## config.mk

```make
export PLATFORM = sky130hd
export DESIGN_NAME = adc_serial_port
export DESIGN_NICKNAME = d
export VERILOG_FILES = /design/src/rtl/adcs_pkg.sv /design/src/rtl/adcs_sync.sv /design/src/rtl/adcs_conv_timer.sv /design/src/rtl/adcs_frame_ctrl.sv /design/src/rtl/adc_serial_port.sv
export SDC_FILE = /design/constraint.sdc
export NUM_CORES = 1
export LEC_CHECK = 0
export BUFFER_PORTS_ARGS = -buffer_cell sky130_fd_sc_hd__buf_2
export CAP_MARGIN = 20
export CORE_MARGIN = 2
export CORE_UTILIZATION = 50
export DETAILED_ROUTE_END_ITERATION = 8
export PLACE_DENSITY = 0.79
export RECOVER_POWER = 50
export SLEW_MARGIN = 20
export SYNTH_ARGS = -nofsm -noshare
export SYNTH_HDL_FRONTEND = slang
export SYNTH_SLANG_ARGS = --single-unit
```

## constraint.sdc

```tcl
create_clock -name clk -period 5.5 [get_ports clk]
set_clock_uncertainty 0.15 [all_clocks]
set_input_delay 0.275 -clock clk [delete_from_list [all_inputs] [get_ports clk]]
set_output_delay 0.275 -clock clk [all_outputs]
set_load 0.01 [all_outputs]
```

## src/rtl/adcs_pkg.sv

```systemverilog
package adcs_pkg;
    typedef enum logic [1:0] {
        FR_IDLE,
        FR_READ,
        FR_DONE,
        FR_OVER
    } frame_state_e;

    typedef enum logic {
        UP_IDLE,
        UP_HOLD
    } update_state_e;
endpackage

```

## src/rtl/adcs_sync.sv

```systemverilog
module adcs_sync #(
    parameter int STAGES = 2
) (
    input  logic clk,
    input  logic rst_n,
    input  logic async_i,
    output logic level_o,
    output logic prev_o
);
    // chain_q[STAGES-1] is the synchronised level, chain_q[STAGES] its previous value
    logic [STAGES:0] chain_q;

    always_ff @(posedge clk or negedge rst_n) begin
        if (!rst_n) chain_q <= '0;
        else        chain_q <= {chain_q[STAGES-1:0], async_i};
    end

    assign level_o = chain_q[STAGES-1];
    assign prev_o  = chain_q[STAGES];
endmodule

```

## src/rtl/adcs_conv_timer.sv

```systemverilog
module adcs_conv_timer #(
    parameter int CYCLES = 600,
    localparam int TW = (CYCLES > 1) ? $clog2(CYCLES) : 1
) (
    input  logic clk,
    input  logic rst_n,
    input  logic start_i,
    output logic done_o
);
    logic          busy_q;
    logic [TW-1:0] cnt_q;

    always_ff @(posedge clk or negedge rst_n) begin
        if (!rst_n) begin
            busy_q <= 1'b0;
            cnt_q  <= '0;
            done_o <= 1'b0;
        end else begin
            done_o <= 1'b0;
            if (start_i) begin
                busy_q <= 1'b1;
                cnt_q  <= TW'(CYCLES - 1);
            end else if (busy_q) begin
                if (cnt_q == '0) begin
                    busy_q <= 1'b0;
                    done_o <= 1'b1;
                end else begin
                    cnt_q <= cnt_q - 1'b1;
                end
            end
        end
    end

    // completion is a single-cycle event
    a_r1_done_single: assert property (@(posedge clk) disable iff (!rst_n)
        done_o |=> !done_o);
endmodule

```

## src/rtl/adcs_frame_ctrl.sv

```systemverilog
module adcs_frame_ctrl import adcs_pkg::*; #(
    parameter int FRAME_LEN = 16,
    localparam int CNT_W = $clog2(FRAME_LEN + 1)
) (
    input  logic             clk,
    input  logic             rst_n,
    input  logic             sclk_rise_i,
    input  logic             sclk_fall_i,
    input  logic             sclk_lvl_i,
    input  logic             strb_fall_i,
    output logic [CNT_W-1:0] cnt_o,
    output logic             drive_o,
    output logic             reading_o,
    output logic             read_done_o
);
    localparam logic [CNT_W-1:0] LAST = CNT_W'(FRAME_LEN);
    localparam logic [CNT_W-1:0] ONE  = CNT_W'(1);

    frame_state_e     state_q, state_d;
    logic [CNT_W-1:0] cnt_q, cnt_d;
    logic             resync;

    assign resync = strb_fall_i && !sclk_lvl_i;

    always_ff @(posedge clk or negedge rst_n) begin
        if (!rst_n) begin
            state_q <= FR_IDLE;
            cnt_q   <= '0;
        end else begin
            state_q <= state_d;
            cnt_q   <= cnt_d;
        end
    end

    always_comb begin
        state_d = state_q;
        cnt_d   = cnt_q;
        if (resync) begin
            state_d = FR_IDLE;
            cnt_d   = '0;
        end else begin
            unique case (state_q)
                FR_IDLE: if (sclk_rise_i) begin
                    state_d = FR_READ;
                    cnt_d   = ONE;
                end
                FR_READ: begin
                    if (sclk_rise_i && cnt_q != LAST) cnt_d = cnt_q + ONE;
                    else if (sclk_fall_i && cnt_q == LAST) state_d = FR_DONE;
                end
                FR_DONE: if (sclk_rise_i) begin
                    state_d = FR_OVER;
                    cnt_d   = ONE;
                end
                FR_OVER: if (sclk_rise_i) begin
                    cnt_d = (cnt_q == LAST) ? ONE : cnt_q + ONE;
                end
                default: ;
            endcase
        end
    end

    always_comb begin
        cnt_o       = cnt_q;
        drive_o     = (state_q == FR_READ) || (state_q == FR_OVER);
        reading_o   = (state_q == FR_READ);
        read_done_o = (state_q == FR_READ) && sclk_fall_i && (cnt_q == LAST) && !resync;
    end

    a_r2_cnt_in_range: assert property (@(posedge clk) disable iff (!rst_n)
        cnt_q <= LAST);

    a_r5_resync_clears: assert property (@(posedge clk) disable iff (!rst_n)
        (strb_fall_i && !sclk_lvl_i) |=> (cnt_q == '0 && !drive_o));

    a_r6_high_strobe_ignored: assert property (@(posedge clk) disable iff (!rst_n)
        (strb_fall_i && sclk_lvl_i && !sclk_rise_i) |=> ($stable(cnt_q) && $stable(state_q)));

    a_r3_release_after_last: assert property (@(posedge clk) disable iff (!rst_n)
        (reading_o && sclk_fall_i && cnt_q == LAST && !strb_fall_i) |=> !drive_o);

    a_r4_overrun_stays_driven: assert property (@(posedge clk) disable iff (!rst_n)
        (state_q == FR_OVER && !(strb_fall_i && !sclk_lvl_i)) |=> drive_o);
endmodule

```

## src/rtl/adc_serial_port.sv

```systemverilog
module adc_serial_port import adcs_pkg::*; #(
    parameter int SYS_CLK_MHZ  = 100,
    parameter int CONV_TIME_NS = 6000,
    parameter int RES_W        = 12,
    parameter int LEAD_W       = 4,
    parameter int SYNC_STAGES  = 2
) (
    input  logic             clk,
    input  logic             rst_n,
    input  logic             conv_strobe_i,
    input  logic             sclk_i,
    input  logic [RES_W-1:0] result_i,
    output logic             sdata_o,
    output logic             sdata_oe_o
);
    localparam int FRAME_LEN   = RES_W + LEAD_W;
    localparam int CONV_CYCLES = SYS_CLK_MHZ * CONV_TIME_NS / 1000;
    localparam int CNT_W       = $clog2(FRAME_LEN + 1);
    localparam int IDX_W       = $clog2(FRAME_LEN);

    logic strb_lvl, strb_prev, sclk_lvl, sclk_prev;
    logic strb_rise, strb_fall, sclk_rise, sclk_fall;
    logic conv_done;
    logic [CNT_W-1:0] bit_cnt;
    logic drive, reading, read_done;

    adcs_sync #(.STAGES(SYNC_STAGES)) u_strb_sync (
        .clk(clk), .rst_n(rst_n), .async_i(conv_strobe_i),
        .level_o(strb_lvl), .prev_o(strb_prev));

    adcs_sync #(.STAGES(SYNC_STAGES)) u_sclk_sync (
        .clk(clk), .rst_n(rst_n), .async_i(sclk_i),
        .level_o(sclk_lvl), .prev_o(sclk_prev));

    assign strb_rise = strb_lvl && !strb_prev;
    assign strb_fall = !strb_lvl && strb_prev;
    assign sclk_rise = sclk_lvl && !sclk_prev;
    assign sclk_fall = !sclk_lvl && sclk_prev;

    adcs_conv_timer #(.CYCLES(CONV_CYCLES)) u_timer (
        .clk(clk), .rst_n(rst_n), .start_i(strb_rise), .done_o(conv_done));

    adcs_frame_ctrl #(.FRAME_LEN(FRAME_LEN)) u_frame (
        .clk(clk), .rst_n(rst_n),
        .sclk_rise_i(sclk_rise), .sclk_fall_i(sclk_fall),
        .sclk_lvl_i(sclk_lvl), .strb_fall_i(strb_fall),
        .cnt_o(bit_cnt), .drive_o(drive),
        .reading_o(reading), .read_done_o(read_done));

    // output register update machine
    update_state_e    up_q, up_d;
    logic [RES_W-1:0] out_q, out_d, pend_q, pend_d;
    logic             release_hold;

    assign release_hold = read_done || strb_fall;

    always_ff @(posedge clk or negedge rst_n) begin
        if (!rst_n) begin
            up_q   <= UP_IDLE;
            out_q  <= '0;
            pend_q <= '0;
        end else begin
            up_q   <= up_d;
            out_q  <= out_d;
            pend_q <= pend_d;
        end
    end

    always_comb begin
        up_d   = up_q;
        out_d  = out_q;
        pend_d = pend_q;
        unique case (up_q)
            UP_IDLE: if (conv_done) begin
                if (reading && !release_hold) begin
                    pend_d = result_i;
                    up_d   = UP_HOLD;
                end else begin
                    out_d = result_i;
                end
            end
            UP_HOLD: begin
                if (release_hold) begin
                    out_d = conv_done ? result_i : pend_q;
                    up_d  = UP_IDLE;
                end else if (conv_done) begin
                    pend_d = result_i;
                end
            end
            default: ;
        endcase
    end

    // serial output
    logic [FRAME_LEN-1:0] frame_w;
    assign frame_w = {{LEAD_W{1'b0}}, out_q};

    always_comb begin
        sdata_oe_o = drive;
        sdata_o    = 1'b0;
        if (drive && bit_cnt != '0)
            sdata_o = frame_w[IDX_W'(FRAME_LEN - int'(bit_cnt))];
    end

    a_r7_defer_keeps_frame: assert property (@(posedge clk) disable iff (!rst_n)
        (reading && !read_done && !strb_fall) |=> $stable(out_q));

    a_r8_strobe_releases_hold: assert property (@(posedge clk) disable iff (!rst_n)
        (up_q == UP_HOLD && strb_fall) |=> (up_q == UP_IDLE));

    a_r10_quiet_after_reset: assert property (@(posedge clk) disable iff (!rst_n)
        (!drive) |-> (!sdata_o));
endmodule

```

[Yosys cells after proc, flatten, opt, wreduce, memory -nomap -nowiden]
Index checks and enable logic that the tools add are counted.
Cells by class
  eq/ne operators: 18
  multiplexer cells: 38
  reduce and logical (&&, ||, !) cells: 31
  add/sub/neg operators: 3
  $lt $le $gt $ge: 1
  bitwise operators: 1
Operators by type and width (count)
  two-way mux 12 bit: 7
  case mux 12 bit (2 select lines): 2
  two-way mux 10 bit: 3
  two-way mux 5 bit: 5
  inequality test 3 x 1 -> 1 bit, second input constant: 6
  case mux 5 bit (3 select lines): 1
  logical AND 1 bit: 12
  two-way mux 1 bit: 12
  zero test 10 bit: 1
  two-way mux 2 bit: 5
  subtractor 10 x 1 -> 10 bit, second input constant: 1
  AND reduction 3 bit: 3
  inequality test 2 bit, second input constant: 4
  zero test 1 bit: 6
  < comparator 4 x 6 -> 1 bit, second input constant: 1
  case mux 2 bit (3 select lines): 1
  adder 5 x 1 -> 5 bit, second input constant: 1
  == test 5 bit, second input constant: 1
  inequality test 5 bit, second input constant: 1
  AND reduction 5 bit: 1
  nonzero test 5 bit: 1
  binary-select mux 1 bit (select 4 bit): 1
  == test 2 bit, second input constant: 2
  inequality test 2 x 1 -> 1 bit, second input constant: 2
  other kinds (11): 12
Storage, ports and cells
  input bits: 16
  bits in registers: 50
  logic and storage cells: 102

[Longest topological paths before layout]
  word-level depth: 11
  mapped depth: 9
  gate-level depth less buffers: 7

[Modules after synthesis]
From an unflattened synthesis, not the netlist that was laid out.
Second synthesis, totals
  cells, all modules: 216
  area, all modules: 2695.1 um2
By module, submodules not included
  adc_serial_port: cells an instance 90, times used 1, area each 1298.7 um2
  adcs_conv_timer: cells an instance 59, times used 1, area each 665.6 um2
  adcs_frame_ctrl: cells an instance 61, times used 1, area each 580.6 um2
  adcs_sync: cells an instance 3, times used 2, area each 75.1 um2

[Least setup slack after synthesis]
OpenSTA, ideal clock, no wires.
  kind: reg2reg
  start point: reg u_frame.cnt_q[0], in the netlist u_frame.cnt_o[0]
  end point: reg pend_q[10]
  arrival: 2.135 ns
  stages on the path, launching flop included: 10
  data required time: 5.225 ns
  period minus slack after synthesis: 2.410 ns
  buffers on the path: 2
  path slack: 3.090 ns
  cells stage by stage: dfrtp_1 > clkbuf_1 > inv_1 > ha_1 > or3b_4 > o31ai_4 > nor2_1 > nand2_2 > buf_12 > mux2_4
Between the ends
  longest elaborated chain between the ends: 8
  elaborated cells on any way between the ends: 9
  those cells by class: eq/ne: 3; reduce/logical: 6
RTL lines
  start, declared: RTL line adcs_frame_ctrl.sv:20  | logic [CNT_W-1:0] cnt_q, cnt_d;
  start signal, assigned: RTL line adcs_frame_ctrl.sv:31  | cnt_q <= cnt_d;
  == test 5 bit *: RTL line adcs_frame_ctrl.sv:67  | read_done_o = (state_q == FR_READ) && sclk_fall_i && (cnt_q == LAST) && !resync;
  logical AND 1 bit * (2 in series): RTL line adcs_frame_ctrl.sv:67
  logical OR 1 bit *: RTL line adc_serial_port.sv:55  | assign release_hold = read_done || strb_fall;
  zero test 1 bit: RTL line adc_serial_port.sv:75  | if (reading && !release_hold) begin
  logical AND 1 bit: RTL line adc_serial_port.sv:75
  inequality test 2 bit (no source line)
  AND reduction 3 bit (no source line) *
  end signal, assigned: RTL line adc_serial_port.sv:65  | pend_q <= pend_d;
  end, declared: RTL line adc_serial_port.sv:52  | logic [RES_W-1:0] out_q, out_d, pend_q, pend_d;
Every way passes the cells marked *; elsewhere a longest branch is shown, timed or not.
A chain may end at the register's enable or synchronous reset.

==> impl_metrics.toml <==
[power_and_ir_drop]
p_leak_uw = 0.00124
irDropWorstVdd_mv = 0.199
cellPowerDensity_nw_per_um2 = 365

[outcome]
violations = "max-capacitance violations, max-slew violations"
status = "complete, but fails checks"

[synthesis]
async_flop_share_pct = 100
ys_ff_latch = 50
synth_top_flop_cell = "dfrtp_1"
syn_inst = 229
seq_area_frac_synth_pct = 50.4
yosysWarnings = 0
synth.avg_cell_area_sq_um = 10.8
synth_edf_count = 0
netlist_area_sq_um = 2480
synth_nets = 254
synth_cell_types = 42

[clock_tree]
cts_num_sinks = 50
cts-root-buf = "clkbuf_8"
clk_latency_ps = 300
cts_inserted_buffers = 5
cts_hold_buf = 2
htreeDepth = 2
clk_path_buf_depth = 2
cts_tree = "built"
cts_setup_buffers = 0
clk_pin_slew_ps = 90
ctsResizeCount = 0

[sta]
tightestPinTransition_ps = 2530
rsz0062_at_grt = "false"
fmax_ghz = 0.348
hold_violations = 0
setup_violations = 0
min_period_ps = 2880
final_max_slew_viol_count = 51
maxSlewHeadroom_pct = -68.4
setup_tns_ps = 0
fin_crit_sh_pct = 52.3
holdWs_ps = 62.4

[floorplanning]
rows = 25
fp.dieH_um = 74.5
pin_count = 18
initial_core_util_pct = 52.2
die_area_sq_um = 5550
design.core.area_sq_um = 4750
die_w_um = 74.5

[detailed_routing]
drtIter0Drc = 144
routed_wl_mm = 4.24
antenna_left = 0
wl_per_cell_um = 13.3
detailroute.via_count = 1683
route.detailed.drc = 0
vias_per_cell = 5.28
dr.pass1.iters = 4

[global_route]
grt_start_max_net_pins = 51
grt_antenna_before_repair = 0
grt_usage_pct = 17.4
globalRoute.totalOverflow = 0
first_global_vias = 1579
grt_pass1_wl_mm = 7.36

[critical_path]
path_cells = "dlygate4sd3_1 > clkbuf_1"
critical_path_class = "input pin to async pin"
required_ps = 5230
startpoint_type = "input pin"
r2r_slack_ps = 2880
slowest_delay_ps = 1800
cp_data_arrival_time_ps = 2610
crit_fanout = 50
worst_setup_path_end_kind = "async pin"
critPathTopFamily = "buffers and inverters"
cp_slowest_cell = "clkbuf_1"
critPathBufInv = 2

[place]
hpwlAfterDp_mm = 3.00
place.gp.congestion = 0.850
numPortBuffers = 17

[finish]
diodes = 0
layout.nets = 276
drive_above_1_share_pct = 18.7
syn2layout_area_growth_pct = 9.62

[flow_run]
max-cap-violations = 1

[min_path]
worst_hold_path_type = "input pin to register"
sequential cells by signal (all words and copies together) (netlist names):
register / flops
out_q: 12
up_q: 1
u_frame.cnt_o: 5
u_frame.state_q: 2
u_timer.busy_q: 1
u_sclk_sync.chain_q: 3
u_timer.done_o: 1
pend_q: 12
u_timer.cnt_q: 10
u_strb_sync.chain_q: 3
cell type report:
type                            count  area (sq um)
Tap cell                           67          83.8
Timing Repair Buffer               21           121
Clock buffer                        5          68.8
Inverter                            7          26.3
Multi-Input combinational cell    166          1150
Clock inverter                      3          21.3
Fill cell                         429          2030
Sequential cell                    50          1250
stage by stage:
| step | setup WS [ps] | util [%] | area, sq um | instances | power [uW] |
|---|---|---|---|---|---|
| 2_1_floorplan | 3090 | - | 2480 | 229 | 719 |
| 3_5_place_dp | 2890 | 54.8 | 2600 | 308 | 789 |
| 4_1_cts | 2880 | 57.1 | 2710 | 318 | 1000 |
| 5_1_grt | 1950 | 57.3 | 2720 | 319 | 1070 |
| 6_report | 2620 | 57.3 | 2720 | 319 | 995 |
| 3_3_place_gp | 2960 | 54.8 | 2600 | 308 | 781 |
worst paths after layout:
check / start / endpoint / depth (start not counted)
hold / removal: result_i[2] / pend_q[2]$_DFFE_PN0P_ / 2
setup / recovery: rst_n / u_timer.cnt_q[1]$_DFFE_PN0P_ / 2
max in group clk: u_frame.cnt_o[0]$_DFFE_PN0P_ / pend_q[0]$_DFFE_PN0P_ / 7
setup reg to reg: u_frame.cnt_o[0]$_DFFE_PN0P_ / pend_q[0]$_DFFE_PN0P_ / 7
min in group asynchronous: rst_n / pend_q[5]$_DFFE_PN0P_ / 2
hold reg to reg: u_sclk_sync.chain_q[0]$_DFF_PN0_ / u_sclk_sync.chain_q[1]$_DFF_PN0_ / 0
synthesized netlist by cell type, types with 2 or more instances:
library cell	instances	area [sq um]
dfrtp_1	50	1250
nor2_1	42	158
nand2_1	14	52.6
o22ai_1	13	81.3
nand3_1	11	55.1
mux2_4	10	150
ha_1	9	113
xor2_1	8	70.1
a21oi_1	7	35.0
inv_1	7	26.3
o21ai_0	7	35.0
nor3_1	6	30.0
nand2b_1	4	25.0
a22o_1	3	26.3
mux4_2	3	67.6
buf_2	2	10.0
buf_6	2	22.5
mux2_2	2	22.5
mux2i_1	2	20.0
nand4_1	2	12.5
nor2b_1	2	12.5
nor4_1	2	12.5
or2_2	2	12.5
power by group:
part	switching, uW	internal [uW]
Clock	120	89.5
Combinational	166	153
Sequential	55.0	412
routing by layer:
layer / wire length (um) / vias to the layer above / global-route usage, %
met4: 47 / 0 / 5.36
met3: 139 / 5 / 4.07
met2: 2010 / 28 / 27.7
met1: 2040 / 801 / 23.7
li1: - / 849 / -
met5: 0 / - / 0
cells by family (layout without fill, tap and decap cells):
| kind of cell | Yosys count | in the layout | share of synthesized area, % |
|---|---|---|---|
| xor gates and xnor gates | 9 | 9 | 3.17 |
| DFF | 50 | 50 | 50.4 |
| buffers and inverters | 13 | 36 | 3.32 |
| and+or+nand+nor | 93 | 93 | 17.7 |
| adders and majority gates | 9 | 9 | 4.53 |
| AOI/OAI and AO/OA | 38 | 38 | 10.4 |
| muxes | 17 | 17 | 10.5 |
cells in the final DEF (no fill, tap or decap), drive strengths merged, types with 4 or more instances in the layout:
master and n:
a21oi 7, nand2 15, clkbuf 6, nor2 42
xor2 8, nand3 11, nand2b 4, buf 17
dfrtp 50, o21ai 7, mux2 12, inv 7
ha 9, nor3 6, o22ai 13
Power figures use the tool's default switching activity.
